File: config.mk
export PLATFORM = sky130hd
export DESIGN_NAME = audio_frac_div
export DESIGN_NICKNAME = d
export VERILOG_FILES = /design/src/rtl/afd_pkg.sv /design/src/rtl/afd_ratio_decode.sv /design/src/rtl/afd_frac_acc.sv /design/src/rtl/afd_period_gen.sv /design/src/rtl/audio_frac_div.sv
export SDC_FILE = /design/constraint.sdc
export NUM_CORES = 1
export LEC_CHECK = 0
export BUFFER_PORTS_ARGS = -buffer_cell sky130_fd_sc_hd__buf_2
export CORE_MARGIN = 1.5
export CORE_UTILIZATION = 35
export CTS_CLUSTER_DIAMETER = 60
export DETAILED_ROUTE_END_ITERATION = 7
export GPL_ROUTABILITY_DRIVEN = 1
export GPL_TIMING_DRIVEN = 0
export PLACE_DENSITY = 0.51
export REMOVE_ABC_BUFFERS = 1
export SYNTH_ARGS = -nofsm -noshare
export SYNTH_HDL_FRONTEND = slang
export SYNTH_SLANG_ARGS = --single-unit
File: constraint.sdc
create_clock -name clk -period 6.6 [get_ports clk]
set_input_delay 0.33 -clock clk [delete_from_list [all_inputs] [get_ports clk]]
set_output_delay 0.33 -clock clk [all_outputs]
set_load 0.02 [all_outputs]
File: src/rtl/afd_pkg.sv
// Package: field positions and reset value of the fractional divider control word.
// Assumes a 32-bit control word. Fields that the hardware decodes sit at fixed bits.
package afd_pkg;
    localparam int CFG_W      = 32;
    localparam int FRAC_LSB   = 0;
    localparam int DEN_LSB    = 8;
    localparam int INT_LSB    = 16;
    localparam int HALF_BIT   = 24;
    localparam int GATE_BIT   = 25;
    localparam int POST1_BIT  = 28;
    localparam logic [CFG_W-1:0] CFG_RESET = 32'h0200_FF00;
endpackage

File: src/rtl/afd_ratio_decode.sv
// Module: splits the control word into a base period, a fraction, a doubling flag and a run flag.
// Assumes the field positions from afd_pkg. A base period below 2 is clamped to 2 with no fraction.
module afd_ratio_decode #(
    parameter int INT_W  = 8,
    parameter int FRAC_W = 8,
    localparam int BASE_W = INT_W + 1
) (
    input  logic [afd_pkg::CFG_W-1:0] cfg,
    input  logic                      spdif_sel,
    output logic [BASE_W-1:0]         base,
    output logic [FRAC_W-1:0]         frac,
    output logic                      dbl,
    output logic                      run
);
    logic [BASE_W-1:0] raw_base;

    // Form 2*I + H, clamp illegal ratios, and decode the mode bits.
    always_comb begin
        raw_base = {cfg[afd_pkg::INT_LSB +: INT_W], cfg[afd_pkg::HALF_BIT]};
        if (raw_base < BASE_W'(2)) begin
            base = BASE_W'(2);
            frac = '0;
        end else begin
            base = raw_base;
            frac = cfg[afd_pkg::FRAC_LSB +: FRAC_W];
        end
        dbl = !spdif_sel && !cfg[afd_pkg::POST1_BIT];
        run = !cfg[afd_pkg::GATE_BIT];
    end
endmodule

File: src/rtl/afd_frac_acc.sv
// Module: modulo (2^FRAC_W - 1) fraction accumulator, stepped once per output period.
// Assumes step and clear never coincide. wrap reports whether the next step overflows.
module afd_frac_acc #(
    parameter int FRAC_W = 8,
    localparam int SUM_W = FRAC_W + 1
) (
    input  logic              clk,
    input  logic              rst_n,
    input  logic [FRAC_W-1:0] frac,
    input  logic              step,
    input  logic              clear,
    output logic              wrap,
    output logic [FRAC_W-1:0] acc
);
    localparam logic [SUM_W-1:0] DEN = SUM_W'((2 ** FRAC_W) - 1);

    logic [SUM_W-1:0] sum;
    logic [SUM_W-1:0] next_sum;

    // Add the fraction and reduce modulo the denominator.
    always_comb begin
        sum      = {1'b0, acc} + {1'b0, frac};
        wrap     = (sum >= DEN);
        next_sum = wrap ? (sum - DEN) : sum;
    end

    // Hold the accumulated remainder; reset when the output stops.
    always_ff @(posedge clk) begin
        if (!rst_n || clear) begin
            acc <= '0;
        end else if (step) begin
            acc <= next_sum[FRAC_W-1:0];
        end
    end
endmodule

File: src/rtl/afd_period_gen.sv
// Module: counts one output period at a time and drives the divided clock high for the first half.
// Assumes the offered length is at least 2. It is sampled only when a period starts (take).
module afd_period_gen #(
    parameter int CNT_W = 11
) (
    input  logic             clk,
    input  logic             rst_n,
    input  logic             run,
    input  logic [CNT_W-1:0] len,
    output logic             take,
    output logic             stop,
    output logic             clk_out,
    output logic             busy,
    output logic [CNT_W-1:0] cur_len
);
    logic [CNT_W-1:0] cnt;
    logic [CNT_W-1:0] hi_len;
    logic             last;
    logic             hi_done;

    // Detect the period end, the high-phase end, and the start and stop events.
    always_comb begin
        last    = busy && (cnt == cur_len - CNT_W'(1));
        hi_done = !clk_out || ((cnt + CNT_W'(1)) >= hi_len);
        take    = run && (!busy || last);
        stop    = busy && !take && (last || (!run && hi_done));
    end

    // Sequence the counter and the output level.
    always_ff @(posedge clk) begin
        if (!rst_n) begin
            busy    <= 1'b0;
            clk_out <= 1'b0;
            cnt     <= '0;
            cur_len <= CNT_W'(2);
            hi_len  <= CNT_W'(1);
        end else if (take) begin
            busy    <= 1'b1;
            clk_out <= 1'b1;
            cnt     <= '0;
            cur_len <= len;
            hi_len  <= len >> 1;
        end else if (stop) begin
            busy    <= 1'b0;
            clk_out <= 1'b0;
            cnt     <= '0;
        end else if (busy) begin
            cnt     <= cnt + CNT_W'(1);
            clk_out <= (cnt + CNT_W'(1)) < hi_len;
        end
    end
endmodule

File: src/rtl/audio_frac_div.sv
// Module: fractional audio clock divider top. Holds the control word and joins the decoder,
// the accumulator and the period generator. Assumes everything runs on the parent clock.
module audio_frac_div #(
    parameter int INT_W  = 8,
    parameter int FRAC_W = 8,
    localparam int BASE_W = INT_W + 1,
    localparam int CNT_W  = BASE_W + 2
) (
    input  logic        clk,
    input  logic        rst_n,
    input  logic        spdif_sel,
    input  logic        cfg_we,
    input  logic [31:0] cfg_wdata,
    output logic [31:0] cfg_rdata,
    output logic        clk_out
);
    logic [31:0]       cfg_q;
    logic [BASE_W-1:0] base;
    logic [FRAC_W-1:0] frac;
    logic              dbl;
    logic              run;
    logic              wrap;
    logic [FRAC_W-1:0] acc;
    logic              take;
    logic              stop;
    logic              busy;
    logic [CNT_W-1:0]  cur_len;
    logic [BASE_W:0]   stretched;
    logic [CNT_W-1:0]  next_len;

    // Store the control word exactly as written.
    always_ff @(posedge clk) begin
        if (!rst_n) begin
            cfg_q <= afd_pkg::CFG_RESET;
        end else if (cfg_we) begin
            cfg_q <= cfg_wdata;
        end
    end

    assign cfg_rdata = cfg_q;

    afd_ratio_decode #(.INT_W(INT_W), .FRAC_W(FRAC_W)) i_decode (
        .cfg       (cfg_q),
        .spdif_sel (spdif_sel),
        .base      (base),
        .frac      (frac),
        .dbl       (dbl),
        .run       (run)
    );

    afd_frac_acc #(.FRAC_W(FRAC_W)) i_acc (
        .clk   (clk),
        .rst_n (rst_n),
        .frac  (frac),
        .step  (take),
        .clear (stop),
        .wrap  (wrap),
        .acc   (acc)
    );

    // Length of the next period: base plus stretch, then the optional post-divider.
    always_comb begin
        stretched = {1'b0, base} + {{BASE_W{1'b0}}, wrap};
        next_len  = dbl ? {stretched, 1'b0} : {1'b0, stretched};
    end

    afd_period_gen #(.CNT_W(CNT_W)) i_period (
        .clk     (clk),
        .rst_n   (rst_n),
        .run     (run),
        .len     (next_len),
        .take    (take),
        .stop    (stop),
        .clk_out (clk_out),
        .busy    (busy),
        .cur_len (cur_len)
    );
endmodule

==> insert_results.sql, run 1 <==
INSERT INTO impl_metrics (metric_group, metric, value, unit) VALUES
('clocking', 'htree_num_levels', '3', ''),
('die', 'die_y', '110.6', 'um'),
('sta', 'grt_setup_unrepaired', 'no', ''),
('synth', 'postSynthRegisterBits', '64', ''),
('clocking', 'tritoncts', 'done', ''),
('die', 'floorplan.initialDensity', '0.3563', ''),
('sta', 'hold_violations', '0', ''),
('power_and_ir_drop', 'powerDensity', '242.2', 'mW/mm^2'),
('sta', 'post-route-min-period', '4432', 'ps'),
('power_and_ir_drop', 'leakagePower', '2.205', 'nW'),
('finish', 'total_nets_final', '583', ''),
('synth', 'async_flop_share', '0', ''),
('finish', 'final.fill_count', '1126', ''),
('drt', 'drtIter0Drc', '98', ''),
('min_path', 'hold_path.class', 'in -> reg', ''),
('synth', 'netlist_top_cells_area', 'dfxtp_1, mux2i_1, ha_1', ''),
('flow_run', 'timing.max_cap.violations', '0', ''),
('synth', 'post-synth-top-area-fraction', '0.3162', ''),
('drt', 'total_via_count_after_detailed_routing', '3398', ''),
('clocking', 'clk-insertion-delay-late', '330', 'ps'),
('die', 'core_region_area', '0.01137', 'mm^2'),
('grt', 'grt.overflow.total', '0', ''),
('grt', 'grt_first_pass_wirelength', '15700', 'um'),
('drt', 'wirelength', '8962', 'um'),
('synth', 'synth_area_leader_cell', 'dfxtp_1', ''),
('sta', 'clock_skew', '5.980', 'ps'),
('grt', 'grt_util_all_layers', '0.1543', ''),
('power_and_ir_drop', 'irDropWorstVdd', '150.6', 'uV'),
('worst_setup_path', 'endpoint_type_of_the_worst_setup_path', 'flop', ''),
('drt', 'number_of_nets_with_antenna_violations_after_detailed_routing', '0', ''),
('sta', 'max_clock_freq', '0.2256', 'GHz'),
('worst_setup_path', 'crit_path_top_delay_cell', 'fa_1', ''),
('sta', 'relSlewSlack', '0.2870', ''),
('clocking', 'cts_root_buffer', 'clkbuf_16', ''),
('synth', 'synth_edf_count', '0', ''),
('worst_setup_path', 'criticalPathCategory', 'reg -> reg', ''),
('finish', 'layout_commonest_cell', 'buf_2', ''),
('placement', 'placement.setup.worst_slack', '2088', 'ps'),
('worst_setup_path', 'worst_path_largest_cell_delay', '430', 'ps'),
('sta', 'tightest_slew', '1070', 'ps'),
('worst_setup_path', 'cp.required', '6830', 'ps'),
('grt', 'first_global_vias', '3326', ''),
('synth', 'synthesis.instances', '469', ''),
('sta', 'totalNegativeSetupSlack', '0', 'ps'),
('sta', 'timing.final.ws_setup', '2168', 'ps'),
('synth', 'yosysWarnings', '0', ''),
('placement', 'io_buffers', '68', ''),
('synth', 'synth_cell_types', '61', ''),
('drt', 'drtPass1Iterations', '4', ''),
('worst_setup_path', 'worst_path_dominant_cell_family', 'simple AND/OR/NAND/NOR gates', ''),
('worst_setup_path', 'crit_buf_inv', '0', ''),
('finish', 'layout.cells.most_common_list', 'buf_2, dfxtp_1, nor2_1, mux2i_1, nand2_1', ''),
('clocking', 'hold_buffers', '0', ''),
('drt', 'number_of_vias_per_cell', '5.064', ''),
('clocking', 'cts_resized', '0', ''),
('finish', 'areaGrowthSynthToFinish', '18.56', '%'),
('placement', 'hpwl', '6648', 'um'),
('sta', 'holdWs', '213.9', 'ps'),
('die', 'floorplan.die_area', '0.01223', 'mm^2'),
('clocking', 'number_of_clock_sinks', '64', ''),
('placement', 'gp_routability_congestion', '0.8390', ''),
('clocking', 'cts_post_setup_buffers_inserted', '0', ''),
('status', 'status', 'complete, no violations', ''),
('worst_setup_path', 'critical_path.cell_chain', 'nor4_1 -> nand2_1 -> and2_1 -> ha_1 -> fa_1 -> xor2_1 -> o21ai_0 -> a21oi_1 -> and3b_1 -> a41o_1 -> ha_1 -> ha_1 -> nand3_1 -> xor2_1 -> o21ai_0 -> nor2_1 -> a211oi_1', ''),
('worst_setup_path', 'worstPathArrival', '4660', 'ps'),
('drt', 'wl_per_cell', '13.36', 'um'),
('worst_setup_path', 'cp_max_fo', '10', ''),
('clocking', 'cts_made_buffers', '9', ''),
('synth', 'ys.flop_type', 'dfxtp_1', ''),
('worst_setup_path', 'startpoint_class_of_the_critical_path', 'flop', ''),
('finish', 'final_layout_size_suffix_gt1_frac', '0.1818', '');
cells by family after synthesis:
kind of cell    after synthesis  synth area share
buf+inv                      40           0.04385
compound gates               69            0.1186
flops                        64            0.3162
mux                          47            0.1164
xor+xnor                     43           0.09296
fa+ha+maj                    24           0.07597
simple gates                182            0.2360
worst register-to-register path, stage by stage, from the launching register on:
cell	delay [ps]
dfxtp_1	370
nor4_1	290
nand2_1	270
and2_1	250
ha_1	200
fa_1	430
xor2_1	290
o21ai_0	130
a21oi_1	330
and3b_1	220
a41o_1	320
ha_1	270
ha_1	250
nand3_1	110
xor2_1	160
o21ai_0	140
nor2_1	60
a211oi_1	230
synthesized netlist by cell type (all sizes together) (3+ instances only):
master,number
nand2,36
inv,15
nor2b,13
xnor2,19
o21bai,3
and2,13
nand3,17
nand2b,4
clkbuf,14
mux2i,46
a21oi,14
and3,7
xor2,24
nor4,5
ha,23
a21o,4
a41oi,3
nor3,12
nor2,51
o21ai,16
buf,11
or2,3
a211oi,4
a31oi,6
nand4,11
dfxtp,64
nand3b,3
o211ai,3
metrics by stage:
stage / utilization / std cells / total power (W) / cell area, um^2
after floorplan: - / 444 / 0.0005550 / 3930
after global placement: 0.3913 / 655 / 0.0006098 / 4449
after detailed placement: 0.3913 / 655 / 0.0006127 / 4449
after CTS: 0.4225 / 671 / 0.001183 / 4803
after global routing: 0.4225 / 671 / 0.001221 / 4803
final: 0.4225 / 671 / 0.001163 / 4803
state kept, by name, indices dropped and copies added (netlist names):
name and flops:
cfg_rdata 32, i_period.cnt 11, i_period.cur_len 11, i_acc.acc 8, i_period.busy 1, i_period.clk_out 1
metal layers:
metal | up-vias | wire (um) | track usage
met2 | 61 | 3996 | 0.2477
met5 | - | 0 | 0
met3 | 8 | 298 | 0.02909
met4 | 0 | 97 | 0.04615
met1 | 1554 | 4569 | 0.2104
li1 | 1775 | - | -
path summary, 6_finish.rpt:
| check | cells past startpoint | slack (ps) | end | from |
|---|---|---|---|---|
| max | 17 | 2170 | i_period.cur_len[9] | cfg_rdata[17] |
| min reg2reg | 2 | 480 | i_acc.acc[5] | i_acc.acc[5] |
| min | 3 | 210 | cfg_rdata[14] | cfg_wdata[14] |
| max reg2reg | 17 | 2170 | i_period.cur_len[9] | cfg_rdata[17] |
final cells by class:
| cell class | instances | area (um^2) | share of cell area |
|---|---|---|---|
| well taps | 143 | 178.9 | 0.03725 |
| inverters | 15 | 56.30 | 0.01172 |
| multi-input cells | 365 | 2592 | 0.5397 |
| clock buffers | 10 | 239.0 | 0.04975 |
| repair buffers | 68 | 340.3 | 0.07085 |
| flip-flops and latches | 64 | 1281 | 0.2667 |
| clock inverters | 6 | 115.1 | 0.02396 |
power by group:
part	switching [W]	total, W	internal [W]
sequential	0.0000185	0.000423	0.000404
combinational	0.000104	0.000180	0.0000761
clock	0.000180	0.000561	0.000381
No activity file was read; power rests on OpenSTA's default activity.
==> inputs of run 2 (changes only) <==
==> constraint.sdc (replaced) <==
create_clock -name clk -period 4.5 [get_ports clk]
set_input_delay 0.225 -clock clk [delete_from_list [all_inputs] [get_ports clk]]
set_output_delay 0.225 -clock clk [all_outputs]
set_load 0.02 [all_outputs]
==> run 2 against run 1 <==
Maximum frequency increased by 6.1%. First-iteration DRC count increased by 2.0%. Hold slack got worse by 110 ps. Critical endpoint unchanged. Sequential power increased by 47%. Cell area increased by 1.0%.
==> insert_results.sql, run 2 (synthesized netlist as in run 1, its figures left out) <==
INSERT INTO impl_metrics (metric_group, metric, value, unit) VALUES
('worst_setup_path', 'criticalPathCategory', 'reg -> reg', ''),
('worst_setup_path', 'rr_endpoint', 'i_period.cur_len[9]', ''),
('placement', 'io_buffers', '68', ''),
('placement', 'gp_routability_congestion', '0.8390', ''),
('sta', 'setup_violations', '0', ''),
('die', 'die-width', '110.6', 'um'),
('grt', 'antenna_found_initial', '0', ''),
('die', 'floorplan.die_area', '0.01223', 'mm^2'),
('worst_setup_path', 'worst_path_dominant_cell_family', 'compound AO/OA/AOI/OAI gates', ''),
('finish', 'final_layout_size_suffix_gt1_frac', '0.1977', ''),
('drt', 'drtIter0Drc', '100', ''),
('worst_setup_path', 'r2r-start', 'cfg_rdata[17]', ''),
('drt', 'number_of_vias_per_cell', '5.053', ''),
('grt', 'grt.overflow.total', '0', ''),
('clocking', 'cts_root_buffer', 'clkbuf_16', ''),
('sta', 'timing.final.max_slew_violations', '0', ''),
('grt', 'first_global_vias', '3326', ''),
('clocking', 'htree_num_levels', '3', ''),
('drt', 'total_via_count_after_detailed_routing', '3406', ''),
('power_and_ir_drop', 'powerDensity', '353.2', 'mW/mm^2'),
('clocking', 'tritoncts', 'done', ''),
('drt', 'wl_per_cell', '13.36', 'um'),
('die', 'fp-row-count', '39', ''),
('placement', 'hpwl', '6648', 'um'),
('clocking', 'clock_path_buffers', '2', ''),
('worst_setup_path', 'ff2ff_setup_slack', '320', 'ps'),
('die', 'die_y', '110.6', 'um'),
('finish', 'final.fill_count', '1122', ''),
('worst_setup_path', 'worstPathArrival', '4410', 'ps'),
('min_path', 'min_to', 'cfg_rdata[14]', ''),
('clocking', 'cts.clk_slew.worst_paths', '60', 'ps'),
('finish', 'number_of_flip_flops_in_the_largest_register', '32', ''),
('worst_setup_path', 'endpoint_type_of_the_worst_setup_path', 'flop', ''),
('drt', 'wirelength', '9006', 'um'),
('flow_run', 'timing.max_cap.violations', '0', ''),
('grt', 'grt_util_all_layers', '0.1544', ''),
('sta', 'relSlewSlack', '0.2805', ''),
('clocking', 'number_of_clock_sinks', '64', ''),
('worst_setup_path', 'cp.required', '4730', 'ps'),
('power_and_ir_drop', 'power.total', '0.001714', 'W'),
('finish', 'areaGrowthSynthToFinish', '19.77', '%'),
('min_path', 'hold_path.class', 'in -> reg', ''),
('finish', 'final_cell_count_no_fill', '674', ''),
('drt', 'route.detailed.drc', '0', ''),
('placement', 'dp.cells', '655', ''),
('clocking', 'cts_made_buffers', '9', ''),
('power_and_ir_drop', 'leakagePower', '2.218', 'nW'),
('sta', 'post-route-min-period', '4177', 'ps'),
('drt', 'drtPass1Iterations', '4', ''),
('sta', 'max_clock_freq', '0.2394', 'GHz'),
('worst_setup_path', 'cp_max_fo', '7', ''),
('sta', 'final_min_period_over_clock_period', '0.9282', ''),
('die', 'core_region_area', '0.01137', 'mm^2'),
('worst_setup_path', 'critical_path.cell_chain', 'nor4_1 -> nand2_2 -> buf_4 -> and2_1 -> ha_1 -> a211oi_1 -> o21ai_0 -> a211o_1 -> o211ai_1 -> a41o_2 -> ha_1 -> ha_1 -> nand3_1 -> xor2_1 -> o21ai_0 -> nor2_1 -> a211oi_1', ''),
('finish', 'multi_input_comb_area', '0.002619', 'mm^2'),
('finish', 'total_nets_final', '586', ''),
('clocking', 'clk-insertion-delay-late', '330', 'ps'),
('worst_setup_path', 'worst_path_largest_cell_delay', '370', 'ps'),
('worst_setup_path', 'critPathMostFrequentCell', 'ha_1', ''),
('worst_setup_path', 'startpoint_class_of_the_critical_path', 'flop', ''),
('finish', 'num_antenna_cells', '0', ''),
('finish', 'register_area', '0.001281', 'mm^2'),
('worst_setup_path', 'crit_path_top_delay_cell', 'dfxtp_1', ''),
('die', 'num_io_pins', '69', ''),
('finish', 'layout.cells.most_common_list', 'buf_2, dfxtp_1, nor2_1, mux2i_1, nand2_1', ''),
('grt', 'pin_count_of_the_biggest_net_entering_global_routing', '34', ''),
('min_path', 'timing.hold.worst.start', 'cfg_wdata[14]', ''),
('worst_setup_path', 'worst_r2r_path_depth', '17', ''),
('sta', 'tightest_slew', '1079', 'ps'),
('sta', 'hold_violations', '0', ''),
('grt', 'grt_first_pass_wirelength', '15700', 'um'),
('drt', 'number_of_nets_with_antenna_violations_after_detailed_routing', '0', ''),
('min_path', 'holdPathStages', '3', ''),
('worst_setup_path', 'worst_setup_path_startpoint', 'cfg_rdata[17]', ''),
('die', 'floorplan.initialDensity', '0.3563', ''),
('power_and_ir_drop', 'irDropWorstVdd', '220.9', 'uV'),
('sta', 'clock_skew', '5.924', 'ps'),
('status', 'status', 'complete, no violations', ''),
('worst_setup_path', 'crit_buf_inv', '1', ''),
('finish', 'layout_commonest_cell', 'buf_2', '');
[run 2: layer usage]
metal / routed length, um / track usage / vias up
met4: 97 / 0.04615 / 0
met5: 0 / 0 / -
met2: 3985 / 0.2481 / 69
li1: - / - / 1775
met1: 4611 / 0.2104 / 1554
met3: 312 / 0.02909 / 8
[run 2: what timing repair did]
| item | 4_1_cts | 5_1_grt |
|---|---|---|
| gates resized for setup | 1 | 5 |
| hold buffers | 0 | 0 |
| setup endpoints to repair | 1 | 9 |
| buffers inserted | 0 | 3 |
| hold endpoints to repair | 0 | 0 |
| pin swaps | 0 | 1 |
[run 2: area by class of cell]
type | instances | share of cell area
inverter | 15 | 0.01160
timing repair buffer | 71 | 0.07478
clock inverter | 6 | 0.02372
sequential | 64 | 0.2641
clock buffer | 10 | 0.04925
tap | 143 | 0.03687
multi-input combinational | 365 | 0.5397
[run 2: tightest hold or removal path, delay by kind of cell]
| family | cells | cell delay [ps] |
|---|---|---|
| AND/OR/NAND/NOR | 1 | 50 |
| multiplexers | 1 | 50 |
| buffers and inverters | 1 | 70 |
[run 2: stage by stage]
| stage | hold slack, ps | util | worst slack, ps | cell area (um^2) | TNS [ps] |
|---|---|---|---|---|---|
| 2_1_floorplan | 286.9 | - | 591.5 | 3930 | 0 |
| 3_3_place_gp | 436.3 | 0.3913 | -50.14 | 4449 | -50.14 |
| 3_5_place_dp | 446.1 | 0.3913 | -12.46 | 4449 | -12.46 |
| 4_1_cts | 100.9 | 0.4228 | 44.08 | 4807 | 0 |
| 5_1_grt | 114.5 | 0.4268 | -6.452 | 4852 | -6.452 |
| 6_report | 108.7 | 0.4268 | 323.3 | 4852 | 0 |
[run 2: worst max path at each step]
stage                     endpoint  slack [ps]  cells after the start
6_report       i_period.cur_len[9]         320                     17
5_1_grt        i_period.cur_len[9]          -6                     17
4_1_cts        i_period.cur_len[9]          40                     17
3_5_place_dp   i_period.cur_len[9]         -10                     17
3_3_place_gp   i_period.cur_len[9]         -50                     17
2_1_floorplan  i_period.cur_len[9]         590                     17
[run 2: report_power, final]
| group | switching, W | internal (W) |
|---|---|---|
| sequential | 0.0000275 | 0.000593 |
| combinational | 0.000154 | 0.000117 |
| clock | 0.000263 | 0.000559 |
